===== src/rtl/flash_stat_pkg.sv =====
package flash_stat_pkg;

  localparam int STAT_W    = 8;
  localparam int RDY_BIT   = 7;
  localparam int EFAIL_BIT = 5;
  localparam int PFAIL_BIT = 4;
  localparam int PROT_BIT  = 3;

  // flag slots inside the sticky bank
  localparam int FLAG_PFAIL = 0;
  localparam int FLAG_EFAIL = 1;
  localparam int NUM_FLAGS  = 2;

  typedef struct packed {
    logic       ready;
    logic       rsvd6;
    logic       efail;
    logic       pfail;
    logic       prot;
    logic [2:0] rsvd_lo;
  } stat_word_t;

endpackage


===== src/rtl/fst_sticky_flags.sv =====
module fst_sticky_flags #(
  parameter int NUM = 2
) (
  input  logic           clk,
  input  logic           rst_n,
  input  logic [NUM-1:0] set_pulse,
  input  logic           clr,
  output logic [NUM-1:0] flag_q
);

  logic [NUM-1:0] flag_d;

  for (genvar g = 0; g < NUM; g++) begin : g_flag
    // a set in the same cycle as a clear wins so no failure is lost
    always_comb begin
      flag_d[g] = flag_q[g];
      if (clr) flag_d[g] = 1'b0;
      if (set_pulse[g]) flag_d[g] = 1'b1;
    end

    always_ff @(posedge clk or negedge rst_n) begin
      if (!rst_n) flag_q[g] <= 1'b0;
      else        flag_q[g] <= flag_d[g];
    end
  end

endmodule


===== src/rtl/fst_live_word.sv =====
module fst_live_word
  import flash_stat_pkg::*;
(
  input  logic                 clk,
  input  logic                 rst_n,
  input  logic                 busy,
  input  logic                 prot,
  input  logic [NUM_FLAGS-1:0] flags,
  output stat_word_t           live
);

  logic ready_q, ready_d;
  logic prot_q, prot_d;

  always_comb begin
    ready_d = ~busy;
    prot_d  = prot;
  end

  always_ff @(posedge clk or negedge rst_n) begin
    if (!rst_n) begin
      ready_q <= 1'b1;
      prot_q  <= 1'b0;
    end else begin
      ready_q <= ready_d;
      prot_q  <= prot_d;
    end
  end

  always_comb begin
    live         = '0;
    live.ready   = ready_q;
    live.efail   = flags[FLAG_EFAIL];
    live.pfail   = flags[FLAG_PFAIL];
    live.prot    = prot_q;
  end

endmodule


===== src/rtl/fst_read_snap.sv =====
module fst_read_snap
  import flash_stat_pkg::*;
#(
  parameter int BUS_W = 16
) (
  input  logic             clk,
  input  logic             rst_n,
  input  logic             ce_n,
  input  logic             oe_n,
  input  logic             byte_mode,
  input  stat_word_t       live,
  output logic [BUS_W-1:0] rd_data,
  output logic             rd_lo_oe,
  output logic             rd_hi_oe
);

  localparam int HI_W = BUS_W - STAT_W;

  logic       strobe_now;
  logic       act_q, act_d;
  logic       hi_q, hi_d;
  logic       cap_en;
  stat_word_t snap_q, snap_d;

  always_comb begin
    strobe_now = ~ce_n & ~oe_n;
    cap_en     = strobe_now & ~act_q;
    act_d      = strobe_now;
    hi_d       = strobe_now & ~byte_mode;
    snap_d     = cap_en ? live : snap_q;
  end

  always_ff @(posedge clk or negedge rst_n) begin
    if (!rst_n) begin
      act_q  <= 1'b0;
      hi_q   <= 1'b0;
      snap_q <= '0;
    end else begin
      act_q  <= act_d;
      hi_q   <= hi_d;
      snap_q <= snap_d;
    end
  end

  assign rd_data[STAT_W-1:0] = snap_q;
  if (HI_W > 0) begin : g_hi
    assign rd_data[BUS_W-1:STAT_W] = '0;
  end
  assign rd_lo_oe = act_q;
  assign rd_hi_oe = hi_q;

endmodule


===== src/rtl/flash_stat_reg.sv =====
module flash_stat_reg
  import flash_stat_pkg::*;
#(
  parameter int BUS_W       = 16,
  parameter int SYNC_STAGES = 2
) (
  input  logic             clk,
  input  logic             rst_n,
  input  logic             eng_busy,
  input  logic             eng_erase_fail,
  input  logic             eng_prog_fail,
  input  logic             sect_prot,
  input  logic             clr_stat,
  input  logic             ce_n,
  input  logic             oe_n,
  input  logic             byte_mode,
  output logic [BUS_W-1:0] rd_data,
  output logic             rd_lo_oe,
  output logic             rd_hi_oe,
  output logic             start_inhibit
);

  logic [SYNC_STAGES-1:0] rst_pipe;
  logic                   rst_sync_n;
  logic [NUM_FLAGS-1:0]   fail_set;
  logic [NUM_FLAGS-1:0]   fail_q;
  stat_word_t             live_stat;

  // asynchronous assertion, synchronous release
  always_ff @(posedge clk or negedge rst_n) begin
    if (!rst_n) rst_pipe <= '0;
    else        rst_pipe <= {rst_pipe[SYNC_STAGES-2:0], 1'b1};
  end
  assign rst_sync_n = rst_pipe[SYNC_STAGES-1];

  always_comb begin
    fail_set             = '0;
    fail_set[FLAG_PFAIL] = eng_prog_fail;
    fail_set[FLAG_EFAIL] = eng_erase_fail;
  end

  fst_sticky_flags #(.NUM(NUM_FLAGS)) u_flags (
    .clk       (clk),
    .rst_n     (rst_sync_n),
    .set_pulse (fail_set),
    .clr       (clr_stat),
    .flag_q    (fail_q)
  );

  fst_live_word u_live (
    .clk   (clk),
    .rst_n (rst_sync_n),
    .busy  (eng_busy),
    .prot  (sect_prot),
    .flags (fail_q),
    .live  (live_stat)
  );

  fst_read_snap #(.BUS_W(BUS_W)) u_snap (
    .clk       (clk),
    .rst_n     (rst_sync_n),
    .ce_n      (ce_n),
    .oe_n      (oe_n),
    .byte_mode (byte_mode),
    .live      (live_stat),
    .rd_data   (rd_data),
    .rd_lo_oe  (rd_lo_oe),
    .rd_hi_oe  (rd_hi_oe)
  );

  assign start_inhibit = |fail_q;

endmodule


===== config.mk =====
export PLATFORM = sky130hd
export DESIGN_NAME = flash_stat_reg
export DESIGN_NICKNAME = d
export VERILOG_FILES = /design/src/rtl/flash_stat_pkg.sv /design/src/rtl/fst_sticky_flags.sv /design/src/rtl/fst_live_word.sv /design/src/rtl/fst_read_snap.sv /design/src/rtl/flash_stat_reg.sv
export SDC_FILE = /design/constraint.sdc
export NUM_CORES = 1
export LEC_CHECK = 0
export BUFFER_PORTS_ARGS = -buffer_cell sky130_fd_sc_hd__clkbuf_2
export CAP_MARGIN = 10
export CORE_AREA = 10 10 47 49
export CTS_BUF_LIST = sky130_fd_sc_hd__clkbuf_16
export CTS_CLUSTER_SIZE = 30
export DETAILED_ROUTE_END_ITERATION = 12
export DIE_AREA = 0 0 57 59
export GPL_ROUTABILITY_DRIVEN = 0
export PLACE_DENSITY = 0.72
export SLEW_MARGIN = 10
export SYNTH_ARGS = -nofsm -noshare
export SYNTH_HDL_FRONTEND = slang
export SYNTH_SLANG_ARGS = --single-unit

===== constraint.sdc =====
create_clock -name clk -period 1.2 [get_ports clk]
set_clock_uncertainty 0.15 [all_clocks]
set_input_delay 0.36 -clock clk [delete_from_list [all_inputs] [get_ports clk]]
set_output_delay 0.36 -clock clk [all_outputs]
set_load 0.02 [all_outputs]

==> flow_metrics.tcl, run 1 <==
set metrics [dict create \
    overflow 0 \
    reg2reg_from "u_snap.rd_lo_oe$_DFF_PN0_" \
    cp.required_ps 690 \
    clk_pin_slew_ps 40 \
    dp_hpwl_um 890 \
    wl_per_cell_um 13.2 \
    setup_viol 11 \
    yosysTopAreaCell "dfrtp_1" \
    grt_max_degree 11 \
    drc 0 \
    maxCapViolCount 0 \
    vias 336 \
    area_growth_pct 59.0 \
    synthFlopType "dfrtp_1" \
    initial_core_util 0.355 \
    ys_seq_elements 12 \
    track_usage 0.0719 \
    path_class "register to output pin" \
    hold_ws_ps -2.06 \
    antenna_found_initial 0 \
    insertion_delay_ps 240 \
    grt_pass1_vias 389 \
    cts_tree "done" \
    max_freq_mhz 671 \
    synth.distinct_cells 11 \
    startpoint_type "register" \
    synth_commonest_cells "buf_4, dfrtp_1, mux2_2" \
    port_buffers 16 \
    coreArea_sq_mm 0.00140 \
    dr.pass1.iters 2 \
    violations "hold timing, setup timing" \
    cts_buffer_depth 2 \
    stdcell_count 85 \
    synth_area_per_cell_sq_um 13.1 \
    syn-cell-area_sq_um 498 \
    synth_edf_count 0 \
    leakagePower_nw 0.422 \
    syn_inst 38 \
    cp_max_fo 2 \
    rows 14 \
    hp-class "register to asynchronous set/reset pin" \
    fin_nets 80 \
    async_flop_share 1.00 \
    die_h_um 59 \
    dp.cells 73 \
    wl_um 1120 \
    dieWidth_um 57 \
    seq_area_frac_synth 0.606 \
    maxSlewViolCount 0 \
    cellPowerDensity_mw_per_mm2 1730 \
    grt_pass1_wl_um 1820 \
    drive_gt1_frac 0.551 \
    rsz0062_at_grt "true" \
    min_period_ps 1490 \
    synth.area.top_cells "dfrtp_1, buf_4, mux2_2" \
    viasPerCell 3.95 \
    die_area_sq_mm 0.00336 \
    ioPinCount 29 \
    yosysWarnings 0 \
    status "finished, violations left" \
    numCtsBuffers 3 \
    antennaDiodeCount 0 \
    htree_levels 1 \
    fin_ws_ps -291 \
    yosys.cell_count.top_type "buf_4" \
    crit_arrival_ps 980 \
    drt_iter0_markers 3 \
    ir_drop_v 0.00107 \
    endpoint_kind "output pin" \
    cts_root_buf "clkbuf_16" \
    hold_viol_final 6 \
    drtAntennaViolNets 0 \
    setup_tns_ps -1070 \
    period_share 1.24 \
    clock_sinks 12 \
    setup.worst_path.start "u_flags.flag_q[0]$_DFFE_PN0P_" \
    synth_top_area_share 0.553 \
]
-- repair_timing --
action,4_1_cts,5_1_grt
hold buffers,1,0
buffers inserted,2,5
hold endpoints to repair,2,0
pin swaps,1,0
gates resized for setup,10,13
setup endpoints to repair,11,11
-- final timing paths --
path / to / slack, ps / depth (start not counted)
min in group clk: u_live.prot_q$_DFF_PN0_ / 80 / 1
max in group asynchronous: rst_pipe[1]$_DFF_PN0_ / 510 / 2
min: u_live.prot_q$_DFF_PN0_ / -2 / 0
max reg2reg: u_snap.rd_data[4]$_DFFE_PN0P_ / -100 / 2
max: start_inhibit / -290 / 2
min reg2reg: u_live.prot_q$_DFF_PN0_ / -2 / 0
-- cell usage in the layout, fill, tap and decap left out --
cell,synthesis,final
nor3_1,1,1
nor2_1,1,1
or2_4,0,1
mux2_4,0,4
dfrtp_2,0,1
buf_8,0,1
buf_6,0,4
clkbuf_2,0,9
inv_1,2,3
clkbuf_8,0,2
dfstp_2,1,1
buf_4,12,11
a21o_1,2,2
dlygate4sd3_1,0,1
nor3_4,1,1
conb_1,2,13
clkbuf_16,0,3
dfrtp_1,11,10
-- metrics by stage --
step / area [sq um] / util / setup WS [ps] / power (mW)
2_1_floorplan: 543 / - / -48.5 / 0.611
3_3_place_gp: 583 / 0.416 / -164 / 0.649
3_5_place_dp: 583 / 0.416 / -212 / 0.659
5_1_grt: 792 / 0.565 / -316 / 1.42
6_report: 792 / 0.565 / -291 / 1.37
4_1_cts: 728 / 0.520 / -310 / 1.32
-- routing by layer --
metal / wire [um] / vias up / global-route usage / part of all wire
li1: - / 156 / - / -
met1: 345 / 155 / 0.0582 / 0.31
met2: 581 / 19 / 0.113 / 0.52
met3: 150 / 6 / 0.0558 / 0.13
met4: 42 / 0 / 0.0604 / 0.038
met5: 0 / - / 0 / 0
-- registers in the layout (all words and copies together) (netlist names) --
| name | cells |
|---|---|
| u_live.ready_q | 1 |
| u_snap.rd_data | 4 |
| rst_pipe | 2 |
| u_snap.rd_lo_oe | 1 |
| u_snap.rd_hi_oe | 1 |
| u_flags.flag_q | 2 |
| u_live.prot_q | 1 |
-- kinds of logic after synthesis --
logic type | after synthesis | share of synthesized area
AOI/OAI and AO/OA | 2 | 0.0301
buffers and inverters | 14 | 0.196
DFF | 12 | 0.606
muxes | 4 | 0.0904
other | 2 | 0.0151
and+or+nand+nor | 4 | 0.0628
-- final cells by class --
cell class	count	area, sq um
inverters	2	7.51
fillers	122	609
clock inverters	1	3.75
well taps	16	20.0
repair buffers	28	225
clock buffers	3	75.1
multi-input cells	23	158
flip-flops and latches	12	303
-- worst max-delay path: stages, from the launching register on --
cell	delay (ps)
dfrtp_1	370
or2_4	250
buf_8	130
-- report_power, final --
part | switching (mW) | internal [mW] | leakage [nW]
Combinational | 0.128 | 0.168 | 0.242
Clock | 0.159 | 0.437 | 0.0423
Sequential | 0.0304 | 0.447 | 0.137
No activity file was read; power rests on OpenSTA's default activity.
==> run 2: changes to the inputs <==
PLACE_DENSITY = 0.7   (was 0.72)
==> flow_metrics.tcl, run 2 (same netlist as run 1, synthesis figures left out) <==
set metrics [dict create \
    status "finished, violations left" \
    violations "hold timing, setup timing" \
    layout_commonest_cell "conb_1" \
    rows 14 \
    cts_tree "done" \
    max_freq_mhz 658 \
    wl_um 1180 \
    seq_power_share 0.360 \
    min_period_ps 1520 \
    path_class "register to output pin" \
    drt_iter0_markers 1 \
    cts_buffer_depth 2 \
    mostFrequentLayoutCells "conb_1, dfrtp_1, clkbuf_2" \
    coreArea_sq_mm 0.00140 \
    rsz0062_at_grt "true" \
    antennaDiodeCount 0 \
    grt_pass1_vias 389 \
    fin_util 0.547 \
    viasPerCell 3.94 \
    switching_power_uw 309 \
    vias 323 \
    dp.cells 73 \
    crit_arrival_ps 1010 \
    power_frac_comb 0.195 \
    overflow 0 \
    cpPeakStageDelay_ps 380 \
    placed_area_sq_um 583 \
    ir_drop_v 0.000883 \
    drtAntennaViolNets 0 \
    wl_per_cell_um 14.4 \
    reg2reg_from "u_snap.rd_lo_oe$_DFF_PN0_" \
    cp.required_ps 690 \
    intPower_mw 1.02 \
    critical_path.top_delay_family "flip-flops" \
    period_share 1.27 \
    final_area_sq_um 767 \
    rr_worst_depth 2 \
    maxCapViolCount 0 \
    crit_chain "or2_4, buf_8" \
    power_mw 1.33 \
    track_usage 0.0719 \
    hp-class "register to asynchronous set/reset pin" \
    grt_pass1_wl_um 1820 \
    die_h_um 59 \
    r2r_end "u_snap.rd_data[5]$_DFFE_PN0P_" \
    hold_viol_final 6 \
    stdcell_count 82 \
    cellPowerDensity_mw_per_mm2 1740 \
    leakagePower_nw 0.403 \
    dp_hpwl_um 847 \
    fin_ws_ps -320 \
    insertion_delay_ps 230 \
    antenna_found_initial 0 \
    drive_gt1_frac 0.530 \
    dr.pass1.iters 2 \
    port_buffers 16 \
    setup_viol 11 \
    clockPowerShare 0.445 \
    die_area_sq_mm 0.00336 \
    hold_ws_ps -1.33 \
    startpoint_type "register" \
    cp_num_buf_inv 1 \
    endpoint_kind "output pin" \
    cp_max_fo 2 \
    clock_sinks 12 \
    grt_max_degree 11 \
    area_growth_pct 54.0 \
    clk_pin_slew_ps 40 \
    sw_frac_of_total 0.232 \
    rrSetupSlack_ps -120 \
    maxSlewViolCount 0 \
    dieWidth_um 57 \
    initial_core_util 0.355 \
    numCtsBuffers 3 \
    fin_nets 77 \
    largest_register_ffs 4 \
    drc 0 \
    pre_cts_slack_ps -189 \
    ioPinCount 29 \
    htree_levels 1 \
    cts_root_buf "clkbuf_16" \
    slowest_stage "dfrtp_1" \
]
## run 2: changes by cell type in the layout (fill, tap and decap cells not counted)
cell      delta
buf_4        -3
buf_8        +1
clkbuf_8     -1
mux2_2       +1
mux2_4       -1
## run 2: cell type report
class	count	area, sq um
clock inverters	1	3.75
fillers	134	634
inverters	2	7.51
well taps	16	20.0
clock buffers	3	75.1
flip-flops and latches	12	303
multi-input cells	23	154
repair buffers	25	204
## run 2: how the worst max path moves through the flow
| stage | startpoint | endpoint | slack, ps | cells past startpoint |
|---|---|---|---|---|
| 2_1_floorplan | u_snap.rd_lo_oe$_DFF_PN0_ | u_snap.rd_data[3]$_DFFE_PN0P_ | -50 | 2 |
| 4_1_cts | u_flags.flag_q[1]$_DFFE_PN0P_ | start_inhibit | -310 | 2 |
| 3_3_place_gp | oe_n | u_snap.rd_data[3]$_DFFE_PN0P_ | -160 | 3 |
| 3_5_place_dp | oe_n | u_snap.rd_data[5]$_DFFE_PN0P_ | -190 | 3 |
| 5_1_grt | u_flags.flag_q[0]$_DFFE_PN0P_ | start_inhibit | -350 | 2 |
| 6_report | u_flags.flag_q[0]$_DFFE_PN0P_ | start_inhibit | -320 | 2 |
## run 2: power groups by stage
| stage | Combinational (mW) | Clock, mW | Sequential (mW) |
|---|---|---|---|
| after floorplan | 0.101 | 0 | 0.510 |
| after global placement | 0.173 | 0 | 0.477 |
| after detailed placement | 0.176 | 0 | 0.479 |
| after CTS | 0.219 | 0.609 | 0.476 |
| after global routing | 0.275 | 0.631 | 0.486 |
| final | 0.260 | 0.593 | 0.479 |
## run 2: per-stage QoR
stage	TNS [ps]	hold slack [ps]
2_1_floorplan	-194	-85.6
3_3_place_gp	-688	-2.57
3_5_place_dp	-765	-0.955
4_1_cts	-1140	19.9
5_1_grt	-1420	37.7
6_report	-1080	-1.33
## run 2: layer usage
metal | track usage | share of wire | up-vias
li1 | - | - | 150
met1 | 0.0643 | 0.35 | 154
met2 | 0.127 | 0.55 | 19
met3 | 0.0451 | 0.093 | 0
met4 | 0.0302 | 0 | 0
met5 | 0 | 0 | -
## run 2: timing repair
| item | CTS | global route |
|---|---|---|
| gates resized for setup | 9 | 14 |
| cloned | 0 | 0 |
| hold buffers | 1 | 0 |
| buffers inserted | 2 | 2 |
| endpoints found under the hold margin | 2 | 0 |
| pin swaps | 0 | 1 |
| setup endpoints to repair | 11 | 11 |
